[src/rtl/ipi_core_pkg.sv]
package ipi_core_pkg;

    // byte offset width of the register port
    localparam int OFS_W = 8;

    // byte offsets of the fixed registers
    localparam int OFS_STATUS = 'h00;
    localparam int OFS_ENABLE = 'h04;
    localparam int OFS_SET    = 'h08;
    localparam int OFS_CLEAR  = 'h0C;
    localparam int OFS_MBOX   = 'h20;

    typedef enum logic [2:0] {
        SEL_NONE,
        SEL_STATUS,
        SEL_ENABLE,
        SEL_SET,
        SEL_CLEAR,
        SEL_MBOX
    } reg_sel_e;

endpackage

[src/rtl/ipi_reg_decode.sv]
module ipi_reg_decode
    import ipi_core_pkg::*;
#(
    parameter int MBOX_WORDS = 8,
    localparam int IDX_W     = (MBOX_WORDS > 1) ? $clog2(MBOX_WORDS) : 1
) (
    input  logic [OFS_W-1:0] ofs,
    output reg_sel_e         sel,
    output logic [IDX_W-1:0] mbox_idx
);

    localparam int MBOX_END = OFS_MBOX + 4 * MBOX_WORDS;

    // full-offset range compares: bits [1:0] fall inside each word's range
    always_comb begin
        sel      = SEL_NONE;
        mbox_idx = IDX_W'((int'(ofs) - OFS_MBOX) >>> 2);
        if (int'(ofs) < OFS_STATUS + 4) begin
            sel = SEL_STATUS;
        end else if (int'(ofs) < OFS_ENABLE + 4) begin
            sel = SEL_ENABLE;
        end else if (int'(ofs) < OFS_SET + 4) begin
            sel = SEL_SET;
        end else if (int'(ofs) < OFS_CLEAR + 4) begin
            sel = SEL_CLEAR;
        end else if (int'(ofs) >= OFS_MBOX && int'(ofs) < MBOX_END) begin
            sel = SEL_MBOX;
        end
    end

endmodule

[src/rtl/ipi_status_unit.sv]
module ipi_status_unit #(
    parameter int DATA_W = 32
) (
    input  logic              clk,
    input  logic              rst_n,
    input  logic              wr_enable,
    input  logic              wr_set,
    input  logic              wr_clear,
    input  logic [DATA_W-1:0] wdata,
    input  logic              int_set_valid,
    input  logic [DATA_W-1:0] int_set_bits,
    output logic [DATA_W-1:0] status_q,
    output logic [DATA_W-1:0] enable_q,
    output logic              irq_q
);

    typedef struct packed {
        logic [DATA_W-1:0] status;
        logic [DATA_W-1:0] enable;
        logic              irq;
    } st_t;

    st_t st_d, st_q;

    logic [DATA_W-1:0] set_mask_d;
    logic [DATA_W-1:0] clr_mask_d;
    logic              do_set_d;
    logic              do_clr_d;

    always_comb begin
        st_d       = st_q;
        do_set_d   = wr_set | int_set_valid;
        // the internal set wins over a coinciding bus clear
        do_clr_d   = wr_clear & ~int_set_valid;
        set_mask_d = (wr_set ? wdata : '0) | (int_set_valid ? int_set_bits : '0);
        clr_mask_d = do_clr_d ? wdata : '0;

        if (wr_enable) begin
            st_d.enable = wdata;
        end
        st_d.status = (st_q.status | set_mask_d) & ~clr_mask_d;

        if (do_set_d && ((st_d.status & st_d.enable) != '0)) begin
            st_d.irq = 1'b1;
        end else if (do_clr_d && (st_d.status == '0) && (st_d.enable != '0)) begin
            st_d.irq = 1'b0;
        end
    end

    always_ff @(posedge clk) begin
        if (!rst_n) begin
            st_q <= '0;
        end else begin
            st_q <= st_d;
        end
    end

    assign status_q = st_q.status;
    assign enable_q = st_q.enable;
    assign irq_q    = st_q.irq;

endmodule

[src/rtl/ipi_mailbox.sv]
module ipi_mailbox #(
    parameter int DATA_W     = 32,
    parameter int MBOX_WORDS = 8,
    localparam int IDX_W     = (MBOX_WORDS > 1) ? $clog2(MBOX_WORDS) : 1
) (
    input  logic              clk,
    input  logic              rst_n,
    input  logic              we,
    input  logic [IDX_W-1:0]  idx,
    input  logic [DATA_W-1:0] wdata,
    output logic [DATA_W-1:0] rdata
);

    logic [DATA_W-1:0] word_d [MBOX_WORDS];
    logic [DATA_W-1:0] word_q [MBOX_WORDS];

    for (genvar g = 0; g < MBOX_WORDS; g++) begin : g_slot
        always_comb begin
            word_d[g] = word_q[g];
            if (we && (int'(idx) == g)) begin
                word_d[g] = wdata;
            end
        end

        always_ff @(posedge clk) begin
            if (!rst_n) begin
                word_q[g] <= '0;
            end else begin
                word_q[g] <= word_d[g];
            end
        end
    end

    always_comb begin
        rdata = '0;
        for (int i = 0; i < MBOX_WORDS; i++) begin
            if (int'(idx) == i) begin
                rdata = word_q[i];
            end
        end
    end

endmodule

[src/rtl/ipi_core_regs.sv]
module ipi_core_regs
    import ipi_core_pkg::*;
#(
    parameter int DATA_W     = 32,
    parameter int MBOX_WORDS = 8
) (
    input  logic              clk,
    input  logic              rst_n,
    input  logic              acc_valid,
    input  logic              acc_write,
    input  logic [7:0]        acc_offset,
    input  logic [DATA_W-1:0] acc_wdata,
    output logic [DATA_W-1:0] acc_rdata,
    output logic              acc_rvalid,
    output logic              acc_err,
    input  logic              int_set_valid,
    input  logic [DATA_W-1:0] int_set_bits,
    output logic              irq_o
);

    localparam int IDX_W = (MBOX_WORDS > 1) ? $clog2(MBOX_WORDS) : 1;

    typedef struct packed {
        logic [DATA_W-1:0] rdata;
        logic              rvalid;
        logic              err;
    } rd_t;

    reg_sel_e          sel;
    logic [IDX_W-1:0]  mbox_idx;
    logic [DATA_W-1:0] mbox_rdata;
    logic [DATA_W-1:0] status_q;
    logic [DATA_W-1:0] enable_q;
    logic              bus_wr;
    logic              bus_rd;
    rd_t               rd_d, rd_q;

    assign bus_wr = acc_valid & acc_write;
    assign bus_rd = acc_valid & ~acc_write;

    ipi_reg_decode #(.MBOX_WORDS(MBOX_WORDS)) u_decode (
        .ofs      (acc_offset),
        .sel      (sel),
        .mbox_idx (mbox_idx)
    );

    ipi_status_unit #(.DATA_W(DATA_W)) u_status (
        .clk           (clk),
        .rst_n         (rst_n),
        .wr_enable     (bus_wr && sel == SEL_ENABLE),
        .wr_set        (bus_wr && sel == SEL_SET),
        .wr_clear      (bus_wr && sel == SEL_CLEAR),
        .wdata         (acc_wdata),
        .int_set_valid (int_set_valid),
        .int_set_bits  (int_set_bits),
        .status_q      (status_q),
        .enable_q      (enable_q),
        .irq_q         (irq_o)
    );

    ipi_mailbox #(.DATA_W(DATA_W), .MBOX_WORDS(MBOX_WORDS)) u_mbox (
        .clk   (clk),
        .rst_n (rst_n),
        .we    (bus_wr && sel == SEL_MBOX),
        .idx   (mbox_idx),
        .wdata (acc_wdata),
        .rdata (mbox_rdata)
    );

    always_comb begin
        rd_d        = '0;
        rd_d.err    = acc_valid && (sel == SEL_NONE);
        rd_d.rvalid = bus_rd;
        if (bus_rd) begin
            unique case (sel)
                SEL_STATUS: rd_d.rdata = status_q;
                SEL_ENABLE: rd_d.rdata = enable_q;
                SEL_MBOX:   rd_d.rdata = mbox_rdata;
                default:    rd_d.rdata = '0;
            endcase
        end
    end

    always_ff @(posedge clk) begin
        if (!rst_n) begin
            rd_q <= '0;
        end else begin
            rd_q <= rd_d;
        end
    end

    assign acc_rdata  = rd_q.rdata;
    assign acc_rvalid = rd_q.rvalid;
    assign acc_err    = rd_q.err;

endmodule

[config.mk]
export PLATFORM = sky130hd
export DESIGN_NAME = ipi_core_regs
export DESIGN_NICKNAME = d
export VERILOG_FILES = /design/src/rtl/ipi_core_pkg.sv /design/src/rtl/ipi_reg_decode.sv /design/src/rtl/ipi_status_unit.sv /design/src/rtl/ipi_mailbox.sv /design/src/rtl/ipi_core_regs.sv
export SDC_FILE = /design/constraint.sdc
export NUM_CORES = 1
export LEC_CHECK = 0
export BUFFER_PORTS_ARGS = -buffer_cell sky130_fd_sc_hd__buf_2
export CORE_UTILIZATION = 50
export CTS_CLUSTER_DIAMETER = 60
export CTS_CLUSTER_SIZE = 12
export DETAILED_ROUTE_END_ITERATION = 10
export PLACE_DENSITY = 0.69
export SKIP_CTS_REPAIR_TIMING = 1
export SYNTH_ARGS = -nofsm -noshare
export SYNTH_HDL_FRONTEND = slang
export SYNTH_HIERARCHICAL = 1
export SYNTH_SLANG_ARGS = --single-unit
[constraint.sdc]
create_clock -name clk -period 3.95 [get_ports clk]
set_clock_uncertainty 0.05 [all_clocks]
set_input_delay 0.5925 -clock clk [delete_from_list [all_inputs] [get_ports clk]]
set_output_delay 0.5925 -clock clk [all_outputs]
set_load 0.01 [all_outputs]
==> impl_metrics.csv <==
group,metric,value,unit
status,status,"completed",
synthesis,synth_top_area_share,42.47,%
clock_tree,insertion_delay,0.52,ns
sta,whs,0.2688,ns
sta,setup_viol,0,
layout,area.growth.synth_to_final,9.541,%
critical_path,cp-start-kind,"input pin",
global_routing,grt-ovfl-total,0,
job,maxCapViolCount,0,
routing,num_vias,13280,
sta,fmax,0.3181,GHz
sta,drv_slew,0,
synthesis,yosys_warnings,6,
routing,routed_wirelength,47.63,mm
layout,diodes,0,
floorplan,die_h,184.9,um
clock_tree,clk_pin_slew,0.06,ns
critical_path,arrival,3.51,ns
synthesis,netlist_instances,1772,
floorplan,rows,66,
global_routing,grt.total_usage,27.77,%
critical_path,endpoint_kind,"flip-flop",
place,dpl_cell_area,17410,sq um
clock_tree,root_buffer,"clkbuf_16",
global_routing,grt_antenna_before_repair,1,
routing,drtIter0Drc,1275,
pwr,max-vdd-ir-drop,0.2700,mV
sta,rsz0062_at_grt,"no",
place,placed_cells,2213,
place,io_buffers,109,
critical_path,path_max_fanout,4,
routing,drcViolationCount,0,
sta,worst_pin_slew,1.093,ns
synthesis,yosys_most_used_dff,"dfxtp_1",
floorplan,start_util,51.17,%
floorplan,ios,112,
synthesis,synthTopCellsByArea,"dfxtp_1 42%, nand2_1 12%, a21boi_0 8.3%",
synthesis,synth-async-reset-ratio,0,%
global_routing,grt_max_degree,294,
sta,tns,0,ns
place,gp_congestion,0.9268,
place,pre_cts_slack,0.4621,ns
critical_path,path_class,"in2reg",
routing,via_per_inst,5.893,
clock_tree,cts-buffers-inserted,35,
synthesis,seq_area_frac_synth,42.47,%
synthesis,ys_seq_elements,355,
clock_tree,cts_sinks,355,
layout,nets,1885,
layout,stdcell_count,2253,
synthesis,syn-num-nets,1849,
synthesis,synthTopCellsByCount,"518 x nand2_1, 355 x dfxtp_1, 186 x a21boi_0, 70 x a21boi_1, 68 x mux2_2",
sta,slew_headroom,27.15,%
layout,fin_util,56.05,%
synthesis,synth_area,16730,sq um
global_routing,grt_pass1_wl,72.35,mm
synthesis,yosys.area.top_type,"dfxtp_1",
pwr,power_density,383.8,nW/um^2
synthesis,syn_area_per_cell,9.443,sq um
global_routing,grt_pass1_vias,12620,
routing,dr.pass1.iters,7,
sta,hold_viol,0,
clock_tree,cts_buffer_depth,3,
layout,fin_area,18330,sq um
sta,fin_ws,0.8067,ns
pwr,power.total,7.034,mW
critical_path,cp.required,4.32,ns
pwr,p_leak,6.474,nW
hold_path,hp-class,"in2reg",
clock_tree,cts_max_level,2,
clock_tree,cts_tree,"yes",
floorplan,coreArea,32700,sq um
routing,ant_nets,0,
place,dp_hpwl,29.78,mm
synthesis,synth.most_common_cell,"nand2_1",
layout,drive_gt1_share,19.99,%
sta,period_needed,3.143,ns
synthesis,synth_edf_count,0,
floorplan,fp.dieW,184.9,um
routing,avgRoutedWirePerCell,21.14,um
sta,period_share,79.58,%
synthesis,synth.distinct_cells,56,
floorplan,die_area,34200,sq um
## critical path, cell delays in order
cell and delay [ns]:
buf_2 0.13, and3b_2 0.20, o21a_2 0.21, nand4b_1 0.26
nor2_2 0.29, buf_4 0.17, a221oi_1 0.07, buf_4 0.20
a211oi_1 0.65, nor4_1 0.12, buf_4 0.19, nand4_1 0.12
nor4_1 0.08, o32ai_1 0.22
## kinds of logic after synthesis
kind of cell | Yosys count | share of synthesized area (%)
flip-flops | 355 | 42.47
multiplexers | 160 | 15.45
AND/OR/NAND/NOR | 686 | 17.62
buffers and inverters | 188 | 7.073
XOR/XNOR | 1 | 0.05235
AO/OA/AOI/OAI | 382 | 17.34
## path summary, 6_finish.rpt
check | endpoint | cells past startpoint | slack, ns | start
worst max-delay path | u_status/irq_q | 14 | 0.81 | acc_offset[2]
worst min-delay path | acc_err | 3 | 0.27 | rst_n
worst max register to register | u_status/irq_q | 8 | 1.85 | u_status/status_q[9]
worst min register to register | u_mbox/word_q[1][20] | 2 | 0.40 | u_mbox/word_q[1][20]
## final cells by class
| cell class | instances | area [sq um] |
|---|---|---|
| Multi-Input combinational cell | 1229 | 8522 |
| Tap cell | 442 | 553.0 |
| Fill cell | 2860 | 14370 |
| Sequential cell | 355 | 7107 |
| Inverter | 4 | 15.01 |
| Clock inverter | 4 | 31.28 |
| Clock buffer | 36 | 889.6 |
| Timing Repair Buffer | 183 | 1212 |
## registers in the layout, summed over array words and instances, names as in the netlist
signal / cells
u_status/status_q: 32
u_mbox/word_q: 256
acc_rdata: 32
u_status/irq_q: 1
u_status/enable_q: 32
acc_rvalid: 1
acc_err: 1
## placed cells by master, fill, tap and decap left out, drive strengths merged, types with 32 or more instances in the layout
master and n:
a21oi 34, mux2 68, a22oi 32, clkbuf 36, buf 183, a221oi 32, and2 36, nor2 67
mux4 64, dfxtp 355, a21boi 256, nand2 518
## per-layer routing
metal | share of wire (%) | GRT usage (%) | vias up
li1 | - | - | 6179
met2 | 46 | 45.16 | 556
met3 | 7.3 | 3.736 | 95
met1 | 44 | 37.50 | 6444
met4 | 3.5 | 10.45 | 2
met5 | 0.025 | 0 | -
## where the power goes
group          switching [mW]  internal [mW]  total, mW
sequential             0.0144           3.61       3.62
clock                    1.33           1.60       2.93
combinational           0.290          0.190      0.480
total                    1.64           5.40       7.03
(Power assumes the default switching activity.)
